[src/rtl/mbx_pkg.sv]
package mbx_pkg;
  localparam int BYTE_W = 8;

  localparam logic [BYTE_W-1:0] OP_READ   = 8'h80;
  localparam logic [BYTE_W-1:0] OP_WRITE  = 8'h81;
  localparam logic [BYTE_W-1:0] OP_BST_ON = 8'h82;
  localparam logic [BYTE_W-1:0] OP_BST_OFF= 8'h83;
  localparam logic [BYTE_W-1:0] OP_QUERY  = 8'h84;
  localparam logic [BYTE_W-1:0] BST_ACK   = 8'h90;

  typedef enum logic [2:0] {
    ST_IDLE,
    ST_RD_ADDR,
    ST_RD_RET,
    ST_WR_ADDR,
    ST_WR_DATA
  } step_e;
endpackage

[src/rtl/mbx_regfile.sv]
module mbx_regfile #(
  parameter int AW = 8,
  parameter int DW = 8
) (
  input  logic          clk,
  input  logic          we,
  input  logic [AW-1:0] waddr,
  input  logic [DW-1:0] wdata,
  input  logic [AW-1:0] raddr,
  output logic [DW-1:0] rdata
);
  localparam int DEPTH = 1 << AW;
  logic [DW-1:0] mem [DEPTH];

  always_ff @(posedge clk) begin
    if (we) mem[waddr] <= wdata;
    rdata <= mem[raddr];
  end
endmodule

[src/rtl/mbx_evt_pick.sv]
module mbx_evt_pick #(
  parameter int NEV = 8,
  parameter int OW  = 8
) (
  input  logic [NEV-1:0] pend,
  output logic [NEV-1:0] pick_mask,
  output logic [OW-1:0]  pick_num
);
  always_comb begin
    pick_mask = '0;
    pick_num  = '0;
    for (int i = NEV - 1; i >= 0; i--) begin
      if (pend[i]) begin
        pick_mask    = '0;
        pick_mask[i] = 1'b1;
        pick_num     = OW'(i + 1);
      end
    end
  end
endmodule

[src/rtl/mbx_sci_gen.sv]
module mbx_sci_gen #(
  parameter int REQ_W = 2,
  parameter int OWE_W = 2
) (
  input  logic             clk,
  input  logic             rst,
  input  logic [REQ_W-1:0] nreq,
  output logic             sci_pulse
);
  localparam int SUM_W = ((REQ_W > OWE_W) ? REQ_W : OWE_W) + 1;
  localparam logic [SUM_W-1:0] OWE_MAX = SUM_W'((1 << OWE_W) - 1);

  logic [OWE_W-1:0] owed_q;
  logic [SUM_W-1:0] total, rem;
  logic             fire;

  always_comb begin
    total = SUM_W'(owed_q) + SUM_W'(nreq);
    fire  = (total != '0) && !sci_pulse;
    rem   = total - SUM_W'(fire);
  end

  always_ff @(posedge clk) begin
    if (rst) begin
      owed_q    <= '0;
      sci_pulse <= 1'b0;
    end else begin
      sci_pulse <= fire;
      owed_q    <= (rem > OWE_MAX) ? OWE_MAX[OWE_W-1:0] : rem[OWE_W-1:0];
    end
  end
endmodule

[src/rtl/sci_mailbox.sv]
module sci_mailbox
  import mbx_pkg::*;
#(
  parameter int AW  = 8,
  parameter int NEV = 8
) (
  input  logic              clk,
  input  logic              rst,
  input  logic              host_wr,
  input  logic              host_rd,
  input  logic              host_cmd_sel,
  input  logic [BYTE_W-1:0] host_wdata,
  output logic [BYTE_W-1:0] host_rdata,
  input  logic [NEV-1:0]    evt_req,
  output logic              sci_pulse
);
  step_e             st_q, st_d;
  logic              ibf_q, ib_cmd_q, obf_q, obf_d, burst_q, burst_d, sci_evt_q, sci_evt_d;
  logic [BYTE_W-1:0] ib_data_q, odata_q, odata_d;
  logic [AW-1:0]     waddr_q, waddr_d;
  logic [NEV-1:0]    pend_q, pend_d, clr_mask, pick_mask;
  logic [BYTE_W-1:0] pick_num, rf_q;
  logic              rf_we, qr_accept, req_step, req_ret, req_evt;
  logic [1:0]        nreq;

  mbx_regfile #(.AW(AW), .DW(BYTE_W)) rf_i (
    .clk(clk), .we(rf_we), .waddr(waddr_q), .wdata(ib_data_q),
    .raddr(ib_data_q[AW-1:0]), .rdata(rf_q)
  );

  mbx_evt_pick #(.NEV(NEV), .OW(BYTE_W)) pick_i (
    .pend(pend_q), .pick_mask(pick_mask), .pick_num(pick_num)
  );

  always_comb begin
    st_d      = st_q;
    obf_d     = obf_q;
    odata_d   = odata_q;
    burst_d   = burst_q;
    waddr_d   = waddr_q;
    rf_we     = 1'b0;
    clr_mask  = '0;
    qr_accept = 1'b0;
    req_step  = 1'b0;
    req_ret   = 1'b0;
    req_evt   = 1'b0;

    if (host_rd && !host_cmd_sel) obf_d = 1'b0;

    if (st_q == ST_RD_RET) begin
      obf_d   = 1'b1;
      odata_d = rf_q;
      req_ret = 1'b1;
      st_d    = ST_IDLE;
    end

    if (ibf_q) begin
      if (ib_cmd_q) begin
        st_d = ST_IDLE;
        case (ib_data_q)
          OP_READ:  begin st_d = ST_RD_ADDR; req_step = 1'b1; end
          OP_WRITE: begin st_d = ST_WR_ADDR; req_step = 1'b1; end
          OP_BST_ON: begin
            burst_d  = 1'b1;
            obf_d    = 1'b1;
            odata_d  = BST_ACK;
            req_step = 1'b1;
          end
          OP_BST_OFF: begin burst_d = 1'b0; req_step = 1'b1; end
          OP_QUERY: begin
            qr_accept = 1'b1;
            clr_mask  = pick_mask;
            obf_d     = 1'b1;
            odata_d   = pick_num;
            req_step  = 1'b1;
          end
          default: ;
        endcase
      end else begin
        case (st_q)
          ST_RD_ADDR: st_d = ST_RD_RET;
          ST_WR_ADDR: begin
            waddr_d  = ib_data_q[AW-1:0];
            st_d     = ST_WR_DATA;
            req_step = 1'b1;
          end
          ST_WR_DATA: begin
            rf_we    = 1'b1;
            st_d     = ST_IDLE;
            req_step = 1'b1;
          end
          default: ;
        endcase
      end
    end

    pend_d    = (pend_q & ~clr_mask) | evt_req;
    sci_evt_d = sci_evt_q;
    if (qr_accept) begin
      sci_evt_d = 1'b0;
    end else if (!sci_evt_q && (pend_d != '0)) begin
      sci_evt_d = 1'b1;
      req_evt   = 1'b1;
    end

    nreq = 2'(req_step) + 2'(req_ret) + 2'(req_evt);
  end

  always_ff @(posedge clk) begin
    if (rst) begin
      st_q      <= ST_IDLE;
      ibf_q     <= 1'b0;
      ib_cmd_q  <= 1'b0;
      ib_data_q <= '0;
      obf_q     <= 1'b0;
      odata_q   <= '0;
      burst_q   <= 1'b0;
      sci_evt_q <= 1'b0;
      pend_q    <= '0;
      waddr_q   <= '0;
    end else begin
      st_q      <= st_d;
      obf_q     <= obf_d;
      odata_q   <= odata_d;
      burst_q   <= burst_d;
      sci_evt_q <= sci_evt_d;
      pend_q    <= pend_d;
      waddr_q   <= waddr_d;
      if (host_wr) begin
        ibf_q     <= 1'b1;
        ib_cmd_q  <= host_cmd_sel;
        ib_data_q <= host_wdata;
      end else if (ibf_q) begin
        ibf_q <= 1'b0;
      end
    end
  end

  mbx_sci_gen #(.REQ_W(2), .OWE_W(2)) sci_i (
    .clk(clk), .rst(rst), .nreq(nreq), .sci_pulse(sci_pulse)
  );

  assign host_rdata = host_cmd_sel
                    ? {2'b00, sci_evt_q, burst_q, ib_cmd_q, 1'b0, ibf_q, obf_q}
                    : odata_q;
endmodule

[config.mk]
export PLATFORM = sky130hd
export DESIGN_NAME = sci_mailbox
export DESIGN_NICKNAME = d
export VERILOG_FILES = /design/src/rtl/mbx_pkg.sv /design/src/rtl/mbx_regfile.sv /design/src/rtl/mbx_evt_pick.sv /design/src/rtl/mbx_sci_gen.sv /design/src/rtl/sci_mailbox.sv
export SDC_FILE = /design/constraint.sdc
export NUM_CORES = 2
export LEC_CHECK = 0
export ABC_CLOCK_PERIOD_IN_PS = 17750
export CORE_MARGIN = 5
export CORE_UTILIZATION = 66
export DETAILED_ROUTE_END_ITERATION = 12
export GPL_ROUTABILITY_DRIVEN = 0
export PLACE_DENSITY_LB_ADDON = 0.2
export RECOVER_POWER = 25
export SETUP_SLACK_MARGIN = 0.15
export SKIP_CTS_REPAIR_TIMING = 1
export SLEW_MARGIN = 20
export SYNTH_ARGS = -nofsm -noshare
export SYNTH_HDL_FRONTEND = slang
export SYNTH_HIERARCHICAL = 1
export SYNTH_SLANG_ARGS = --single-unit
[constraint.sdc]
create_clock -name clk -period 17.75 [get_ports clk]
set_input_delay 3.55 -clock clk [delete_from_list [all_inputs] [get_ports clk]]
set_output_delay 3.55 -clock clk [all_outputs]
set_load 0.01 [all_outputs]
# [After elaboration in Yosys (flattened, before gate mapping)]
# Memory sizes are Yosys's and may differ from the RTL's. A register that Yosys moved wholly into a read port is not among the register bits.
# Index checks and enable logic that the tools add are counted.
[totals] regBits=43 ramBits=2048 inputBits=21 elab_cells=98 memories=1
[op_classes] addsub=4 n_lt_le_gt_ge=1 n_eq_ne=9 muxes=52 bitwise_logic=4 n_reduce_logical=15
[memory_table] memory="rf_i.mem" depth=256 word_bits=8 rd=1 rd_clocked_by_memory_dff=1 wr=1 line="mbx_regfile.sv:13" source="logic [DW-1:0] mem [DEPTH];"
[op_table] op="2-to-1 mux 8 bit" n=15
[op_table] op="== test 8 bit (second input constant)" n=5
[op_table] op="2-to-1 mux 4 bit" n=8
[op_table] op="2-to-1 mux 1 bit" n=21
[op_table] op="case mux 8 bit (2 select lines)" n=1
[op_table] op="2-to-1 mux 3 bit" n=3
[op_table] op="case mux 3 bit (3 select lines)" n=1
[op_table] op="bitwise AND 8 bit" n=1
[op_table] op="inverter 8 bit" n=1
[op_table] op="bitwise OR 8 bit" n=1
[op_table] op="nonzero test 8 bit" n=1
[op_table] op="== test 3 x 2 -> 1 bit (second input constant)" n=2
[op_table] op="AND reduction 3 bit" n=2
[op_table] op="OR reduction 2 bit" n=3
[op_table] op="OR reduction 5 bit" n=1
[op_table] op="case mux 2 bit (2 select lines)" n=1
[op_table] op="adder 2 x 2 -> 3 bit" n=1
[op_table] op="== test 3 x 1 -> 1 bit (second input constant)" n=1
[op_table] op="== test 3 bit (second input constant)" n=1
[op_table] op="> comparator 3 x 2 -> 1 bit (second input constant)" n=1
[op_table] op="logical AND 1 bit" n=3
[op_table] op="zero test 1 bit" n=3
[op_table] op="nonzero test 3 bit" n=1
[op_table] op="subtractor 3 x 1 -> 3 bit" n=1
[op_table] op="other kinds (6)" n=6

# [Longest topological paths before layout]
[logic_depth] depth_word=25 mapped_depth=19 mapped_depth_nobuf=19

# [Hierarchy]
# Netlist, hierarchy kept.
[modules_own_cells] mod="mbx_regfile" instances=1 cells_per_inst=3733 area_per_inst_um2=79556.3
[modules_own_cells] mod="sci_mailbox" instances=1 cells_per_inst=216 area_per_inst_um2=1934.4
[modules_own_cells] mod="mbx_evt_pick" instances=1 cells_per_inst=29 area_per_inst_um2=181.4
[modules_own_cells] mod="mbx_sci_gen" instances=1 cells_per_inst=17 area_per_inst_um2=173.9

# [Worst setup path before layout]
# No wires, ideal clock.
[synth_timing] path_type="input to output" start="input host_cmd_sel" end="output host_rdata[0]" t_arrival_ns=4.221 required_ns=14.200 setup_slack_ns=9.979 stages=2 cell_sequence="clkbuf_1 mux2_2"
[synth_via] elab_chain_len=1
[synth_lines] element="from (decl)" line="sci_mailbox.sv:11" source="input logic host_cmd_sel,"
[synth_lines] element="2-to-1 mux 8 bit" line="sci_mailbox.sv:144" source="? {2'b00, sci_evt_q, burst_q, ib_cmd_q, 1'b0, ibf_q, obf_q}"
[synth_lines] element="to (decl)" line="sci_mailbox.sv:13" source="output logic [BYTE_W-1:0] host_rdata,"
# Every way passes these cells.

==> run_summary.xml <==
<?xml version="1.0" encoding="UTF-8"?>
<metrics>
  <group name="pwr">
    <metric name="power_density" unit="nW/um^2">112.3</metric>
    <metric name="power" unit="uW">10050</metric>
    <metric name="vdd.ir_drop.worst" unit="V">0.0001071</metric>
    <metric name="leakagePower" unit="uW">0.02723</metric>
  </group>
  <group name="placed_design">
    <metric name="placement.setup.worst_slack" unit="ns">9.108</metric>
    <metric name="detailed_place_hpwl" unit="mm">107.3</metric>
    <metric name="dp_cells" unit="">5483</metric>
    <metric name="place.port_buffers" unit="">29</metric>
  </group>
  <group name="run">
    <metric name="cap_viol_max_count" unit="">21</metric>
  </group>
  <group name="final_layout">
    <metric name="n_antenna_cell" unit="">0</metric>
    <metric name="drive_gt1_share" unit="%">19.99</metric>
    <metric name="fin_cells" unit="">5850</metric>
    <metric name="final_core_util" unit="%">72.49</metric>
    <metric name="fillers" unit="">6949</metric>
    <metric name="layout.cells.most_common_list" unit="">sky130_fd_sc_hd__edfxtp_1 (2048), sky130_fd_sc_hd__mux4_2 (454), sky130_fd_sc_hd__nor2_1 (322)</metric>
    <metric name="finish.net_count" unit="">4071</metric>
    <metric name="layout_commonest_cell" unit="">sky130_fd_sc_hd__edfxtp_1</metric>
    <metric name="area.growth.synth_to_final" unit="%">9.359</metric>
  </group>
  <group name="floorplan">
    <metric name="floorplan.die.width" unit="um">362.2</metric>
    <metric name="initial_utilization" unit="%">66.29</metric>
    <metric name="num_rows" unit="">129</metric>
    <metric name="floorplan.die_area" unit="um^2">131200</metric>
    <metric name="coreArea" unit="um^2">123500</metric>
    <metric name="ioPinCount" unit="">30</metric>
    <metric name="die_h" unit="um">362.2</metric>
  </group>
  <group name="setup_path">
    <metric name="cpMostUsedCell" unit="">sky130_fd_sc_hd__buf_4</metric>
    <metric name="path_cells" unit="">clkbuf_1, buf_4, buf_4, buf_4, mux4_2, o221ai_1, nor2_1, nor4_1, nor4_2</metric>
    <metric name="crit_path_start_kind" unit="">register</metric>
    <metric name="r2r_setup_slack" unit="ns">5.88</metric>
    <metric name="worst_setup_path_end_kind" unit="">register</metric>
    <metric name="critical_path.max_stage_delay" unit="ns">5.32</metric>
    <metric name="required" unit="ns">18.39</metric>
    <metric name="cp_max_fo" unit="">144</metric>
    <metric name="crit_path_top_delay_cell" unit="">sky130_fd_sc_hd__clkbuf_1</metric>
    <metric name="critical_path_arrival" unit="ns">12.51</metric>
    <metric name="crit_type" unit="">register to register</metric>
  </group>
  <group name="drt">
    <metric name="detailed_route_wire_length" unit="mm">183.2</metric>
    <metric name="drtAntennaViolNets" unit="">0</metric>
    <metric name="post-route-drc-count" unit="">0</metric>
    <metric name="dr_total_vias" unit="">40640</metric>
    <metric name="drt-initial-drc-count" unit="">5552</metric>
    <metric name="post_drt_wl_per_cell" unit="um">31.31</metric>
    <metric name="drt_first_pass_iters" unit="">8</metric>
    <metric name="via_per_inst" unit="">6.946</metric>
  </group>
  <group name="synthesis">
    <metric name="synth.largest_area_cell" unit="">sky130_fd_sc_hd__edfxtp_1</metric>
    <metric name="synth_area_per_cell" unit="um^2">20.49</metric>
    <metric name="syn_inst" unit="">3995</metric>
    <metric name="yosysWarningCount" unit="">6</metric>
    <metric name="ys_types" unit="">77</metric>
    <metric name="ys_ff_latch" unit="">2099</metric>
    <metric name="synth_area" unit="um^2">81850</metric>
    <metric name="postSynth.topFlopCell" unit="">sky130_fd_sc_hd__edfxtp_1</metric>
    <metric name="synth_top_cell_area_share" unit="%">75.14</metric>
    <metric name="synth_enable_flop_cells" unit="">2048</metric>
    <metric name="async_reset_ff_share" unit="%">0</metric>
    <metric name="seq_area_frac_synth" unit="%">76.39</metric>
    <metric name="synth.area.top_cells" unit="">sky130_fd_sc_hd__edfxtp_1 (75%), sky130_fd_sc_hd__mux4_2 (12%), sky130_fd_sc_hd__mux2i_1 (1.9%), sky130_fd_sc_hd__nor2_1 (1.5%), sky130_fd_sc_hd__dfxtp_1 (1.2%)</metric>
  </group>
  <group name="sta">
    <metric name="finalSetupTns" unit="ns">0</metric>
    <metric name="worst_slew_margin_rel" unit="%">-410.1</metric>
    <metric name="timing.final.setup_violations" unit="">0</metric>
    <metric name="achievable-frequency" unit="MHz">84.26</metric>
    <metric name="rsz_0062_raised_after_global_routing" unit="">no</metric>
    <metric name="min_period_over_period" unit="%">66.87</metric>
    <metric name="finalWorstPathRequiredPeriod" unit="ns">11.87</metric>
    <metric name="final_hold_viol_count" unit="">0</metric>
    <metric name="timing_max_transition_violations_final" unit="">1446</metric>
    <metric name="post-route-worst-setup-slack" unit="ns">5.881</metric>
    <metric name="worst_clock_skew" unit="ns">0.03116</metric>
    <metric name="transition_time_of_the_tightest_slew_check_pin" unit="ns">7.652</metric>
  </group>
  <group name="clocking">
    <metric name="cts.reportedPaths.clkPinSlew" unit="ns">0.06</metric>
    <metric name="worstSkewPairLatency" unit="ns">0.82</metric>
    <metric name="max-clock-path-buffers" unit="">3</metric>
    <metric name="cts-buffers-inserted" unit="">197</metric>
    <metric name="cts_root_buf" unit="">sky130_fd_sc_hd__clkbuf_16</metric>
    <metric name="h-tree-depth" unit="">4</metric>
    <metric name="clkSinkCount" unit="">2099</metric>
    <metric name="clock_tree_from_tritoncts" unit="">yes</metric>
  </group>
  <group name="status">
    <metric name="failed_checks" unit="">capacitance limit, slew limit</metric>
    <metric name="outcome" unit="">finished with violations</metric>
  </group>
  <group name="global_route">
    <metric name="gr-total-overflow" unit="">0</metric>
    <metric name="first_global_vias" unit="">40170</metric>
    <metric name="largest_net_degree_at_the_start_of_global_routing" unit="">158</metric>
    <metric name="globalRouteTotalUtil" unit="%">28.31</metric>
    <metric name="global_route_wire_length_before_repair" unit="mm">271.1</metric>
    <metric name="grt_antenna_before_repair" unit="">6</metric>
  </group>
  <group name="worst_hold_path">
    <metric name="hold_class" unit="">register to register</metric>
  </group>
</metrics>
-- worst max-delay path: cells and delay by family, from the launching register on --
family                 cells  cell delay (ns)
buffers and inverters      4             7.99
flip-flops                 1             1.64
AO/OA/AOI/OAI              1             0.21
multiplexers               1             0.43
AND/OR/NAND/NOR            3             1.28
-- Yosys cell counts, types with 30 or more instances --
cell,instances
sky130_fd_sc_hd__o221ai_1,46
sky130_fd_sc_hd__buf_2,36
sky130_fd_sc_hd__mux4_2,454
sky130_fd_sc_hd__buf_4,33
sky130_fd_sc_hd__a22oi_1,133
sky130_fd_sc_hd__nand3_1,35
sky130_fd_sc_hd__a21oi_1,114
sky130_fd_sc_hd__nor2b_1,43
sky130_fd_sc_hd__clkbuf_1,119
sky130_fd_sc_hd__dfxtp_1,51
sky130_fd_sc_hd__nor3_1,33
sky130_fd_sc_hd__mux2i_1,156
sky130_fd_sc_hd__nand2_1,44
sky130_fd_sc_hd__nor2_1,330
sky130_fd_sc_hd__edfxtp_1,2048
sky130_fd_sc_hd__o22ai_1,30
-- power breakdown --
group          total [uW]  switching, uW  internal (uW)
registers            5490           26.8           5460
logic                 484            298            186
clock network        4080           1760           2310
-- worst paths after layout --
kind                               from                         end  cells past startpoint
min          sci_i/sci_pulse$_SDFF_PP0_  sci_i/sci_pulse$_SDFF_PP0_                      1
max reg2reg   ib_data_q[1]$_SDFFE_PP0P_       rf_i/rdata[2]$_DFF_P_                      9
min reg2reg  sci_i/sci_pulse$_SDFF_PP0_  sci_i/sci_pulse$_SDFF_PP0_                      1
max           ib_data_q[1]$_SDFFE_PP0P_       rf_i/rdata[2]$_DFF_P_                      9
-- state kept, by name (all words and copies together) (netlist names), 2 cells and up --
signal        flops
odata_q           8
st_q              3
rf_i/mem       2048
pend_q            8
ib_data_q         8
rf_i/rdata        8
sci_i/owed_q      2
waddr_q           8
-- routing by layer --
metal	wire, um	GRT usage [%]
met1	69430	41.91
met2	87960	43.54
met3	18720	5.702
met4	7035	9.792
met5	13	0
-- layout make-up --
type / count / area [um^2] / area share (%)
clock buffer: 255 / 5283 / 5.902
inverter: 17 / 63.81 / 0.07129
tap: 1637 / 2048 / 2.288
sequential: 2099 / 62520 / 69.85
clock inverter: 112 / 957.2 / 1.069
timing repair buffer: 101 / 798.3 / 0.8919
multi-input combinational: 1629 / 17830 / 19.92
-- metrics by stage --
stage,instance area [um^2],hold slack [ns]
final,89510,0.4747
after global routing,89510,0.4899
after CTS,89630,0.4626
after detailed placement,83390,0.4534
after global placement,83360,0.4567
after floorplan,81860,0.4528
-- kinds of logic (layout without fill, tap and decap cells) --
group / Yosys count / in the layout / synth area share [%]
AOI/OAI and AO/OA: 424 / 424 / 3.626
DFF: 2099 / 2099 / 76.39
adders and majority gates: 5 / 5 / 0.09479
xor gates and xnor gates: 2 / 2 / 0.02141
and+or+nand+nor: 574 / 574 / 3.307
other: 1 / 4 / 0.004582
buffers and inverters: 270 / 485 / 1.984
muxes: 620 / 620 / 14.57
Power figures use the tool's default switching activity.
